==> src/rtl/sg_pkg.sv <==
package sg_pkg;
  localparam int NUM_SEG   = 4;
  localparam int PERM_BITS = 3;
  localparam int SEL_W     = 3;

  typedef enum logic [1:0] {
    ACC_RD  = 2'd0,
    ACC_WR  = 2'd1,
    ACC_EX  = 2'd2,
    ACC_RSV = 2'd3
  } acc_e;

  typedef enum logic [SEL_W-1:0] {
    RS_CTRL  = 3'd0,
    RS_BND1  = 3'd1,
    RS_BND2  = 3'd2,
    RS_PERM  = 3'd3,
    RS_DLO   = 3'd4,
    RS_CLO   = 3'd5,
    RS_FADDR = 3'd6,
    RS_FSTAT = 3'd7
  } rsel_e;

  // exec is the msb of each 3-bit group, read the lsb
  typedef struct packed {
    logic x;
    logic w;
    logic r;
  } perm_t;
endpackage

==> src/rtl/sg_window_check.sv <==
module sg_window_check
  import sg_pkg::*;
#(
  parameter int ADDR_W    = 20,
  parameter int GRAN_W    = 10,
  parameter int INFO_SIZE = 512,
  parameter int PROT_BASE = 'h04400,
  parameter int PROT_TOP  = 'h14000
) (
  input  logic [ADDR_W-1:0]        addr,
  input  logic [1:0]               kind,
  input  logic                     chk_en,
  input  logic                     lb_en,
  input  logic [ADDR_W-GRAN_W-1:0] bnd1,
  input  logic [ADDR_W-GRAN_W-1:0] bnd2,
  input  perm_t [NUM_SEG-1:0]      perm,
  input  logic [ADDR_W-1:0]        dlo,
  input  logic [ADDR_W-1:0]        clo,
  output logic                     viol
);
  localparam logic [ADDR_W-1:0] BASE_A = ADDR_W'(PROT_BASE);
  localparam logic [ADDR_W-1:0] TOP_A  = ADDR_W'(PROT_TOP);
  localparam logic [ADDR_W-1:0] INFO_A = ADDR_W'(PROT_BASE - INFO_SIZE);

  logic [ADDR_W-1:0]  b1_a, b2_a;
  logic               in_info, in_main, checked, above2, above1;
  logic [NUM_SEG-1:0] seg_hit, seg_ok;
  logic               perm_ok, lb_bad;

  assign b1_a    = {bnd1, {GRAN_W{1'b0}}};
  assign b2_a    = {bnd2, {GRAN_W{1'b0}}};
  assign in_info = (addr >= INFO_A) && (addr < BASE_A);
  assign in_main = (addr >= BASE_A) && (addr < TOP_A);
  assign checked = in_info || in_main;
  assign above2  = addr >= b2_a;
  assign above1  = addr >= b1_a;

  assign seg_hit[0] = in_info;
  assign seg_hit[1] = in_main && !above2 && !above1;
  assign seg_hit[2] = in_main && !above2 && above1;
  assign seg_hit[3] = in_main && above2;

  for (genvar g = 0; g < NUM_SEG; g++) begin : g_seg
    always_comb begin
      unique case (kind)
        ACC_WR:  seg_ok[g] = perm[g].w;
        ACC_EX:  seg_ok[g] = perm[g].x;
        default: seg_ok[g] = perm[g].r;
      endcase
    end
  end

  assign perm_ok = |(seg_hit & seg_ok);
  assign lb_bad  = lb_en && ((kind == ACC_EX) ? (addr < clo) : (addr < dlo));
  assign viol    = chk_en && checked && (!perm_ok || lb_bad);

  // an address lands in at most one segment
  always_comb begin
    a_r2_one_segment: assert ($onehot0(seg_hit));
  end
endmodule

==> src/rtl/sg_fault_log.sv <==
module sg_fault_log #(
  parameter int ADDR_W = 20
) (
  input  logic              clk,
  input  logic              rst,
  input  logic              hit,
  input  logic [ADDR_W-1:0] hit_addr,
  input  logic [1:0]        hit_kind,
  input  logic              clr,
  output logic              pending,
  output logic [ADDR_W-1:0] addr_q,
  output logic [1:0]        kind_q
);
  always_ff @(posedge clk) begin
    if (rst) begin
      pending <= 1'b0;
      addr_q  <= '0;
      kind_q  <= '0;
    end else if (hit && (!pending || clr)) begin
      pending <= 1'b1;
      addr_q  <= hit_addr;
      kind_q  <= hit_kind;
    end else if (clr) begin
      pending <= 1'b0;
    end
  end

  a_r9_sticky: assert property (@(posedge clk) disable iff (rst)
    pending && !clr |=> pending);
  a_r9_keep_first: assert property (@(posedge clk) disable iff (rst)
    pending && !clr |=> $stable(addr_q) && $stable(kind_q));
  a_r10_clear: assert property (@(posedge clk) disable iff (rst)
    clr && !hit |=> !pending);
  a_r9_capture: assert property (@(posedge clk) disable iff (rst)
    hit && !pending |=> pending && addr_q == $past(hit_addr));
endmodule

==> src/rtl/sg_regfile.sv <==
module sg_regfile
  import sg_pkg::*;
#(
  parameter int ADDR_W    = 20,
  parameter int REG_W     = 32,
  parameter int GRAN_W    = 10,
  parameter int PROT_BASE = 'h04400
) (
  input  logic                     clk,
  input  logic                     rst,
  input  logic                     reg_we,
  input  logic                     reg_re,
  input  logic [SEL_W-1:0]         reg_sel,
  input  logic [REG_W-1:0]         reg_wdata,
  output logic [REG_W-1:0]         reg_rdata,
  input  logic                     flt_pending,
  input  logic [ADDR_W-1:0]        flt_addr,
  input  logic [1:0]               flt_kind,
  output logic                     flt_clr,
  output logic                     chk_en,
  output logic                     lb_en,
  output logic [ADDR_W-GRAN_W-1:0] bnd1,
  output logic [ADDR_W-GRAN_W-1:0] bnd2,
  output perm_t [NUM_SEG-1:0]      perm,
  output logic [ADDR_W-1:0]        dlo,
  output logic [ADDR_W-1:0]        clo
);
  localparam int BW   = ADDR_W - GRAN_W;
  localparam int PW   = NUM_SEG * PERM_BITS;
  localparam logic [ADDR_W-1:0] BASE_A = ADDR_W'(PROT_BASE);

  logic unused_wdata_hi;
  assign unused_wdata_hi = ^reg_wdata[REG_W-1:ADDR_W];

  assign flt_clr = reg_we && (reg_sel == RS_FSTAT) && reg_wdata[0];

  always_ff @(posedge clk) begin
    if (rst) begin
      chk_en <= 1'b0;
      lb_en  <= 1'b0;
      bnd1   <= BASE_A[ADDR_W-1:GRAN_W];
      bnd2   <= BASE_A[ADDR_W-1:GRAN_W];
      perm   <= '0;
      dlo    <= '0;
      clo    <= '0;
    end else if (reg_we) begin
      case (reg_sel)
        RS_CTRL: begin
          chk_en <= reg_wdata[0];
          lb_en  <= reg_wdata[1];
        end
        RS_BND1: bnd1 <= reg_wdata[ADDR_W-1:GRAN_W];
        RS_BND2: bnd2 <= reg_wdata[ADDR_W-1:GRAN_W];
        RS_PERM: perm <= reg_wdata[PW-1:0];
        RS_DLO:  dlo  <= reg_wdata[ADDR_W-1:0];
        RS_CLO:  clo  <= reg_wdata[ADDR_W-1:0];
        default: ;
      endcase
    end
  end

  always_ff @(posedge clk) begin
    if (rst) begin
      reg_rdata <= '0;
    end else if (reg_re) begin
      case (reg_sel)
        RS_CTRL:  reg_rdata <= REG_W'({lb_en, chk_en});
        RS_BND1:  reg_rdata <= REG_W'({bnd1, {GRAN_W{1'b0}}});
        RS_BND2:  reg_rdata <= REG_W'({bnd2, {GRAN_W{1'b0}}});
        RS_PERM:  reg_rdata <= REG_W'(perm);
        RS_DLO:   reg_rdata <= REG_W'(dlo);
        RS_CLO:   reg_rdata <= REG_W'(clo);
        RS_FADDR: reg_rdata <= REG_W'(flt_addr);
        default:  reg_rdata <= REG_W'({flt_kind, flt_pending});
      endcase
    end
  end

  a_r7_bound_aligned: assert property (@(posedge clk) disable iff (rst)
    reg_re && (reg_sel == RS_BND1 || reg_sel == RS_BND2)
    |=> reg_rdata[GRAN_W-1:0] == '0);
  a_r11_read_hold: assert property (@(posedge clk) disable iff (rst)
    !reg_re |=> $stable(reg_rdata));
endmodule

==> src/rtl/segment_guard.sv <==
module segment_guard
  import sg_pkg::*;
#(
  parameter int ADDR_W    = 20,
  parameter int REG_W     = 32,
  parameter int GRAN_W    = 10,
  parameter int INFO_SIZE = 512,
  parameter int PROT_BASE = 'h04400,
  parameter int PROT_TOP  = 'h14000
) (
  input  logic              clk,
  input  logic              rst,
  input  logic              cpu_valid,
  input  logic [ADDR_W-1:0] cpu_addr,
  input  logic [1:0]        cpu_kind,
  output logic              cpu_err,
  input  logic              reg_we,
  input  logic              reg_re,
  input  logic [2:0]        reg_sel,
  input  logic [REG_W-1:0]  reg_wdata,
  output logic [REG_W-1:0]  reg_rdata,
  output logic              fault_irq
);
  localparam int BW = ADDR_W - GRAN_W;
  localparam logic [ADDR_W-1:0] LOW_EDGE  = ADDR_W'(PROT_BASE - INFO_SIZE);
  localparam logic [ADDR_W-1:0] HIGH_EDGE = ADDR_W'(PROT_TOP);

  logic                chk_en, lb_en, viol, flt_clr, flt_pending;
  logic [BW-1:0]       bnd1, bnd2;
  perm_t [NUM_SEG-1:0] perm;
  logic [ADDR_W-1:0]   dlo, clo, flt_addr;
  logic [1:0]          flt_kind;

  sg_regfile #(
    .ADDR_W(ADDR_W), .REG_W(REG_W), .GRAN_W(GRAN_W), .PROT_BASE(PROT_BASE)
  ) u_regs (
    .clk(clk), .rst(rst), .reg_we(reg_we), .reg_re(reg_re),
    .reg_sel(reg_sel), .reg_wdata(reg_wdata), .reg_rdata(reg_rdata),
    .flt_pending(flt_pending), .flt_addr(flt_addr), .flt_kind(flt_kind),
    .flt_clr(flt_clr), .chk_en(chk_en), .lb_en(lb_en), .bnd1(bnd1),
    .bnd2(bnd2), .perm(perm), .dlo(dlo), .clo(clo)
  );

  sg_window_check #(
    .ADDR_W(ADDR_W), .GRAN_W(GRAN_W), .INFO_SIZE(INFO_SIZE),
    .PROT_BASE(PROT_BASE), .PROT_TOP(PROT_TOP)
  ) u_check (
    .addr(cpu_addr), .kind(cpu_kind), .chk_en(chk_en), .lb_en(lb_en),
    .bnd1(bnd1), .bnd2(bnd2), .perm(perm), .dlo(dlo), .clo(clo),
    .viol(viol)
  );

  assign cpu_err = cpu_valid && viol;

  sg_fault_log #(.ADDR_W(ADDR_W)) u_log (
    .clk(clk), .rst(rst), .hit(cpu_err), .hit_addr(cpu_addr),
    .hit_kind(cpu_kind), .clr(flt_clr), .pending(flt_pending),
    .addr_q(flt_addr), .kind_q(flt_kind)
  );

  assign fault_irq = flt_pending;

  a_r6_err_needs_valid: assert property (@(posedge clk) disable iff (rst)
    !cpu_valid |-> !cpu_err);
  a_r5_exempt_quiet: assert property (@(posedge clk) disable iff (rst)
    (cpu_addr < LOW_EDGE || cpu_addr >= HIGH_EDGE) |-> !cpu_err);
  a_r12_off_quiet: assert property (@(posedge clk) disable iff (rst)
    !chk_en |-> !cpu_err);
  a_r9_irq_on_fault: assert property (@(posedge clk) disable iff (rst)
    cpu_err |=> fault_irq);
endmodule

==> config.mk <==
export PLATFORM = sky130hd
export DESIGN_NAME = segment_guard
export DESIGN_NICKNAME = d
export VERILOG_FILES = /design/src/rtl/sg_pkg.sv /design/src/rtl/sg_window_check.sv /design/src/rtl/sg_fault_log.sv /design/src/rtl/sg_regfile.sv /design/src/rtl/segment_guard.sv
export SDC_FILE = /design/constraint.sdc
export NUM_CORES = 1
export LEC_CHECK = 0
export ABC_CLOCK_PERIOD_IN_PS = 3830
export BUFFER_PORTS_ARGS = -buffer_cell sky130_fd_sc_hd__buf_4
export CAP_MARGIN = 10
export CORE_MARGIN = 1.5
export CORE_UTILIZATION = 59
export DETAILED_ROUTE_END_ITERATION = 7
export PLACE_DENSITY = 0.81
export SYNTH_ARGS = -nofsm -noshare
export SYNTH_HDL_FRONTEND = slang
export SYNTH_SLANG_ARGS = --single-unit
==> constraint.sdc <==
create_clock -name clk -period 3.83 [get_ports clk]
set_clock_uncertainty 0.05 [all_clocks]
set_input_delay 0.1915 -clock clk [delete_from_list [all_inputs] [get_ports clk]]
set_output_delay 0.1915 -clock clk [all_outputs]
set_load 0.01 [all_outputs]
==> results of run 1 <==
## how the worst max path moves through the flow
stage | from | endpoint | slack [ns] | cells after the start
final | u_regs.dlo[13] | cpu_err | 0.27 | 10
after global routing | u_regs.dlo[13] | cpu_err | 0.07 | 10
after CTS | u_regs.bnd1[7] | cpu_err | 0.40 | 10
after detailed placement | cpu_addr[19] | cpu_err | 0.76 | 9
after global placement | cpu_addr[19] | cpu_err | 0.76 | 9
after floorplan | u_regs.bnd1[7] | u_log.addr_q[10] | 1.17 | 11
## metal layers
| layer | routed length, um | vias up | global-route usage |
|---|---|---|---|
| li1 | - | 3414 | - |
| met1 | 9460 | 3390 | 0.506 |
| met2 | 9440 | 474 | 0.508 |
| met3 | 2720 | 69 | 0.0850 |
| met4 | 837 | 0 | 0.164 |
| met5 | 0 | - | 0 |
## cell usage after synthesis, types with 6 or more instances
library cell | number | area share
sky130_fd_sc_hd__dfxtp_1 | 117 | 0.33
sky130_fd_sc_hd__a22oi_1 | 34 | 0.035
sky130_fd_sc_hd__nand4_1 | 12 | 0.010
sky130_fd_sc_hd__nand2_1 | 164 | 0.086
sky130_fd_sc_hd__nand2b_1 | 9 | 0.0078
sky130_fd_sc_hd__mux2i_1 | 23 | 0.032
sky130_fd_sc_hd__nor3_1 | 10 | 0.0070
sky130_fd_sc_hd__nor2_1 | 45 | 0.023
sky130_fd_sc_hd__o21ai_0 | 22 | 0.015
sky130_fd_sc_hd__a211oi_1 | 20 | 0.021
sky130_fd_sc_hd__nor2b_1 | 24 | 0.021
sky130_fd_sc_hd__inv_1 | 66 | 0.034
sky130_fd_sc_hd__nor3b_1 | 18 | 0.019
sky130_fd_sc_hd__buf_4 | 12 | 0.013
sky130_fd_sc_hd__clkbuf_1 | 50 | 0.026
sky130_fd_sc_hd__nand3_1 | 46 | 0.032
sky130_fd_sc_hd__o22ai_1 | 12 | 0.010
sky130_fd_sc_hd__buf_1 | 6 | 0.0031
sky130_fd_sc_hd__ha_1 | 60 | 0.10
sky130_fd_sc_hd__o211ai_1 | 24 | 0.025
sky130_fd_sc_hd__a21o_1 | 7 | 0.0073
sky130_fd_sc_hd__a21oi_1 | 94 | 0.065
## area by class of cell
type,instances,area [um2],area share
Timing Repair Buffer,97,778,0.0920
Sequential cell,117,2340,0.277
Inverter,67,251,0.0297
Clock inverter,15,154,0.0182
Multi-Input combinational cell,694,4320,0.511
Tap cell,147,184,0.0217
Clock buffer,17,425,0.0503
## where the power goes
part	switching, mW	internal (mW)
clock	0.620	0.959
sequential	0.0198	1.25
combinational	0.248	0.162
## what timing repair did
| action | in CTS | in global routing |
|---|---|---|
| hold endpoints to repair | 61 | 0 |
| hold buffers | 20 | 0 |
| resized for setup | 0 | 0 |
## state kept, by name, indices dropped and copies added (netlist names), 2 cells and up
signal / flops
u_regs.clo: 20
u_log.kind_q: 2
u_regs.bnd2: 10
u_log.addr_q: 20
u_regs.dlo: 20
u_regs.reg_rdata: 20
u_regs.perm: 12
u_regs.bnd1: 10
## per-stage QoR
stage | area (um2) | util | instances | hold WS, ns | worst slack [ns]
floorplan | 7240 | - | 949 | 0.259 | 1.17
global placement | 7680 | 0.642 | 1102 | 0.392 | 0.764
detailed placement | 7680 | 0.642 | 1102 | 0.391 | 0.761
CTS | 8460 | 0.707 | 1154 | 0.134 | 0.402
global route | 8460 | 0.707 | 1154 | 0.181 | 0.0670
finish | 8460 | 0.707 | 1154 | 0.149 | 0.268
## kinds of logic (layout without fill, tap and decap cells)
family / Yosys count / after routing / share of synthesized area
compound gates: 250 / 250 / 0.227
fa+ha+maj: 60 / 60 / 0.104
buf+inv: 138 / 196 / 0.0814
flops: 117 / 117 / 0.326
mux: 25 / 25 / 0.0351
other cells: 1 / 12 / 0.000521
simple gates: 347 / 347 / 0.226
## worst min-delay path, delay by kind of cell
family / cells / cell delay (ns)
and+or+nand+nor: 3 / 0.19
buffers and inverters: 2 / 0.17
==> results.txt, run 1 <==
* Warnings, synthesis: 0
- In this run the worst hold path is classified as in2reg.
* Wire length after detailed routing: 22.5 mm
- For this run, the post-layout net count is 1116.
- The congestion estimate from routability-driven global placement came to 0.952.
* Number of enable-type register cells in the synthesized netlist: 0
* H-Tree Level Count: 4
* Kind of capture point of the worst setup path: primary output
- Setup violations remaining at the end of the flow were counted as 0.
- TritonCTS clock tree: done
* Master cell of the clock root buffer: sky130_fd_sc_hd__clkbuf_16
- Vias per inst: 6.37
- Setup slack on the worst reg-to-reg path comes out at 0.68 ns.
* Kind of critical path: reg2out
- The die is 113 um wide.
- Post-synth design cell area: 0.00719 mm2
* RSZ-0062 raised after global routing: no
- Origin of the critical flop-to-flop path: u_regs.bnd1[7]
- The clock period could shrink to 3.56 ns.
- Entering global routing, the biggest net connects 109 pins.
* Cell area power density: 385 mW/mm2
- Initial core utilization: 0.601
- HPWL after DPL: 15.0 mm
- Number of buffer and inverter stages on the critical path: 3
* Core outline area: 0.0120 mm2
- The first global-routing pass estimated 35.2 mm of wire.
- In this run the mean area of a mapped cell was 7.67 um2.
- The repair_antennas step left the layout with diodes totalling 0.
* Number of filler cells placed in the layout: 957
- For the pin with the worst max-slew slack, the measured transition is 1.16 ns.
* Cts bufs inserted: 17
* Crit path max fanout: 20
- For this run, the top clock speed supported by timing is 281 MHz.
- Number of sinks handled by clock tree synthesis: 117
- The count of nets left with antenna violations once routing finished came out at 0.
- For this run, design rule violations remaining after detail routing come to 0.
- Synthesis-to-finish area growth: 17.6%
* Number of antenna violations at the first check in global routing: 0
- In the finished design, the share of the clock period the worst path needs comes to 0.930.
* Latest clock arrival within the worst-skew pair: 0.43 ns
- The startpoint identified for the worst hold timing path is cpu_kind[1].
- Vias in the first global route: 6608
- Of the cells placed in the final design, the portion with a size suffix greater than 1 is 0.124.
* Final Max Tran Viols: 0
- The first detailed-routing pass took 5 iterations.
* Total count of hold-check failures in the final report: 0
- Headroom to the max-slew limit came out at 0.223.
* Post-synthesis sequential element count: 117
- WP data required: 3.59 ns
* Via total after detailed routing: 7347
* Clock-pin slew on the worst setup and hold paths: 0.06 ns
* Mean routed wirelength per cell: 19.5 um
* Leading cell types in the layout, fill and taps excluded: 164 x sky130_fd_sc_hd__nand2_1, 117 x sky130_fd_sc_hd__dfxtp_1, 94 x sky130_fd_sc_hd__a21oi_1, 77 x sky130_fd_sc_hd__buf_4, 66 x sky130_fd_sc_hd__inv_1
- Counting distinct cell types in the post-synthesis netlist gives 55.
* Total of buffers placed on input and output ports: 71
- VDD sags by at most 0.315 mV.
- R2R Path End: u_log.addr_q[11]
- Boundary Pins: 96
- Share of async-settable or async-resettable flops after synthesis: 0
- Post-layout power: 3.25 mW
- The worst hold path terminates at u_log.kind_q[1].
- Violation count after the first detailed-routing iteration: 928
- Post-CTS setup buffers: 0
* Most common cell after layout, fill and taps aside: sky130_fd_sc_hd__nand2_1
- Sequence of cells on the critical path: inv_1 > ha_1 > a211oi_1 > o21bai_1 > a2111oi_0 > o2111a_1 > a21o_2 > a21oi_2 > inv_2 > buf_4
- Cell family contributing the most delay on the critical path: compound AO/OA/AOI/OAI gates
- Most common flop cell mapped by yosys: sky130_fd_sc_hd__dfxtp_1
- The worst register-to-register path has a depth of 9.
- Global routing finished with a remaining overflow of 0.
* GRT Util Overall: 0.355
- On the worst path, the slowest cell contributes a delay of 0.74 ns.
* Leakage: 3.20 nW
* Standard-cell rows: 40
- Worst endpoint data arrival time: 3.32 ns
- Setup TNS: 0 ns
- Crit path max-delay cell type: sky130_fd_sc_hd__a2111oi_0
* Cell count after synthesis: 938
* Startpoint class of the critical path: register
- The die is 113 um tall.
- Result of the run: completed
* Max-capacitance violation count: 0
- Hold Path Stages: 5
* Sequential-to-total area share from yosys stat: 0.326
- Buffer depth of the longest clock path: 2
* Area enclosed by the die boundary: 0.0129 mm2
No activity file was read; power rests on OpenSTA's default activity.
==> run 2: changes to the inputs <==
Settings changed: CORE_MARGIN 1.5 to 2.
==> run 2 against run 1 <==
Die area rose by 1.8%. Global-route usage fell by 1.2 points. Sequential power about the same. Cell count decreased by 0.17%. Total power decreased by 3.1%. Non-clock buffer count fell by 2. Setup slack gained 0.26 ns. Via count fell by 2.7%. Count of clock-buffer cells in the layout up 5. Largest cell class unchanged.
==> results.txt, run 2 (synthesis results as in run 1) <==
- Result of the run: completed
- Max-capacitance violation count: 0 (unchanged)
- R2R Path End: u_log.addr_q[7]
* Net count of the finished layout: 1114 (-0.18%)
- The wire length of the first global-routing pass is 34.5 mm (-2.2%).
- The routed via count divided by cell count is 6.21 (-2.5%).
- The residual overflow from global routing was 0 (unchanged).
- STA classifies the critical path endpoint as a primary output.
* Routability Congestion: 0.980 (+2.9%)
- Wire length after detailed routing: 22.0 mm (-2.2%)
* Leading cell types in the layout, fill and taps excluded: 164 x sky130_fd_sc_hd__nand2_1, 117 x sky130_fd_sc_hd__dfxtp_1, 94 x sky130_fd_sc_hd__a21oi_1, 77 x sky130_fd_sc_hd__buf_4, 66 x sky130_fd_sc_hd__inv_1
- The aggregate negative setup slack came to 0 ns (unchanged).
* Initial core utilization: 0.601 (unchanged)
- Post-Route Hold Slack: 0.0141 ns (-0.135 ns)
- The worst max-slew margin expressed relative to the limit was 0.240 (+0.0166).
- HPWL after DPL: 14.9 mm (-0.81%)
- Fin crit period: 3.30 ns (-0.261 ns)
* Master cell of the clock root buffer: sky130_fd_sc_hd__clkbuf_16
- Worst endpoint data arrival time: 3.06 ns (-0.26 ns)
- The core occupancy in the finished layout is 0.703 (-0.00418).
- Setup slack, reg-to-reg: 0.94 ns (+0.26 ns)
- Final Max Tran Viols: 0 (unchanged)
- The overall die height is 114 um (+0.88%).
- The number of sinks on the clock net came to 117 (unchanged).
- Core outline area: 0.0120 mm2 (unchanged)
* Number of antenna violations at the first check in global routing: 0 (unchanged)
- Total cell area at the placement stage: 0.00768 mm2 (unchanged)
* Vias in the first global route: 6623 (+0.23%)
- The maximum number of pins on one net before global-route repair was 104 (-4.6%).
* Final-report setup violation count: 0 (unchanged)
- Cell area power density: 375 mW/mm2 (-2.5%)
* Synthesis-to-finish area growth: 16.9%
- Clock-pin slew on the worst setup and hold paths: 0.06 ns (about the same)
* Antenna viol nets, final: 0 (unchanged)
- Latest clock arrival within the worst-skew pair: 0.43 ns (about the same)
- The antenna diode instance count is 0 (unchanged).
- The number of hold buffers added after cts came to 18 (-10%).
- Total of buffers placed on input and output ports: 71 (unchanged)
* Peak ir drop on the vdd network: 0.380 mV (+21%)
- Crit path max fanout: 20 (unchanged)
- The final cell count without fillers is 1152 (-0.17%).
- GRT Util Overall: 0.343 (-0.0125)
* Transition time of the tightest slew-check pin: 1.14 ns (-0.0248 ns)
- Pre-Repair DR Iteration Count: 6 (+1)
- The number of cells in the design after placement came to 1102 (unchanged).
- Number of DRC violations after detailed routing: 0 (unchanged)
- The maximum root-to-sink buffer count came to 2 (unchanged).
- Crit share post-route: 0.862 (-0.0682)
- The routed via count came to 7152 (-2.7%).
- Fraction of final layout cells with drive strength greater than 1: 0.122 (-0.00174)
- TritonCTS built the clock tree.
* Total count of hold-check failures in the final report: 0 (unchanged)
- The data required time at the worst endpoint was 3.59 ns (about the same).
- Most common cell after layout, fill and taps aside: sky130_fd_sc_hd__nand2_1
- Standard-cell rows: 40 (unchanged)
- The maximum operating frequency was 303 MHz (+7.9%).
- Post-CTS setup buffers: 0 (unchanged)
- The number of cells traversed by the worst hold path is 3 (-2).
* Startpoint class of the critical path: register
- The tightest min-delay check is of the in2reg type.
* Width of the chip: 114 um (+0.88%)
- Cts bufs inserted: 17 (unchanged)
* Post-route standard cell area excluding fillers: 0.00841 mm2 (-0.59%)
* Boundary Pins: 96 (unchanged)
* H-Tree Level Count: 4 (unchanged)
* Leakage: 3.17 nW (-0.81%)
- The initial detailed-routing violation count came to 949 (+2.3%).
- Mean routed wirelength per cell: 19.1 um (-2.1%)
* Critical hold path startpoint: reg_wdata[11]
- Area enclosed by the die boundary: 0.0131 mm2 (+1.8%)
* Endpoint of the worst hold-timing path: u_regs.bnd2[1]
- The cell depth of the worst flop-to-flop path is 9 (unchanged).
- Setup repair after global routing left no endpoint under its margin.
* Origin of the critical flop-to-flop path: u_regs.bnd1[7]
- The worst setup path is of the reg2out kind.
- The post-cts repair resize count is 0 (unchanged).
run 2: cell count changes in the layout (fill, tap and decap cells not counted):
cell,before,now
sky130_fd_sc_hd__bufinv_16,2,0
sky130_fd_sc_hd__clkinv_2,4,2
sky130_fd_sc_hd__clkbuf_8,0,3
sky130_fd_sc_hd__clkbuf_1,0,2
sky130_fd_sc_hd__dlygate4sd3_1,20,18
sky130_fd_sc_hd__inv_6,4,1
sky130_fd_sc_hd__clkinv_4,1,3
run 2: layer usage:
| metal | GRT usage | part of all wire |
|---|---|---|
| met5 | 0 | 0 |
| met4 | 0.128 | 0.029 |
| met3 | 0.0979 | 0.11 |
| met2 | 0.493 | 0.43 |
| met1 | 0.487 | 0.43 |
run 2: how the worst max path moves through the flow:
stage | from | endpoint | slack, ns | cells after the start
finish | u_regs.dlo[13] | cpu_err | 0.53 | 10
global route | u_regs.bnd1[6] | cpu_err | 0.31 | 10
CTS | u_regs.dlo[13] | cpu_err | 0.56 | 10
detailed placement | cpu_addr[19] | cpu_err | 0.78 | 9
global placement | cpu_addr[19] | cpu_err | 0.77 | 9
floorplan | u_regs.bnd1[7] | u_log.addr_q[10] | 1.17 | 11
run 2: where the power goes:
| group | switching [mW] | total [mW] | internal, mW | leakage [nW] |
|---|---|---|---|---|
| Combinational | 0.246 | 0.406 | 0.160 | 1.97 |
| Clock | 0.603 | 1.48 | 0.878 | 0.259 |
| Sequential | 0.0198 | 1.27 | 1.25 | 0.949 |
| Total | 0.869 | 3.15 | 2.28 | 3.17 |
run 2: final cells by class:
class	count	area, um2
tap	147	184
clock inverter	10	75.1
inverter	67	251
multi-input combinational	694	4320
timing repair buffer	95	758
fill	963	3550
clock buffer	22	474
sequential	117	2340
run 2: critical path, cell delays in order (launching register included):
cell and delay (ns):
sky130_fd_sc_hd__dfxtp_1 0.39, sky130_fd_sc_hd__inv_1 0.07, sky130_fd_sc_hd__ha_1 0.28, sky130_fd_sc_hd__a211oi_1 0.23, sky130_fd_sc_hd__o21bai_1 0.10, sky130_fd_sc_hd__a2111oi_0 0.53
sky130_fd_sc_hd__o2111a_1 0.28, sky130_fd_sc_hd__a21o_2 0.39, sky130_fd_sc_hd__a21oi_2 0.13, sky130_fd_sc_hd__inv_2 0.11, sky130_fd_sc_hd__buf_4 0.12
run 2: through the flow:
step / setup WS, ns / power (mW)
6_report: 0.529 / 3.15
5_1_grt: 0.310 / 3.25
4_1_cts: 0.564 / 3.14
3_5_place_dp: 0.784 / 1.67
3_3_place_gp: 0.770 / 1.66
2_1_floorplan: 1.17 / 1.52
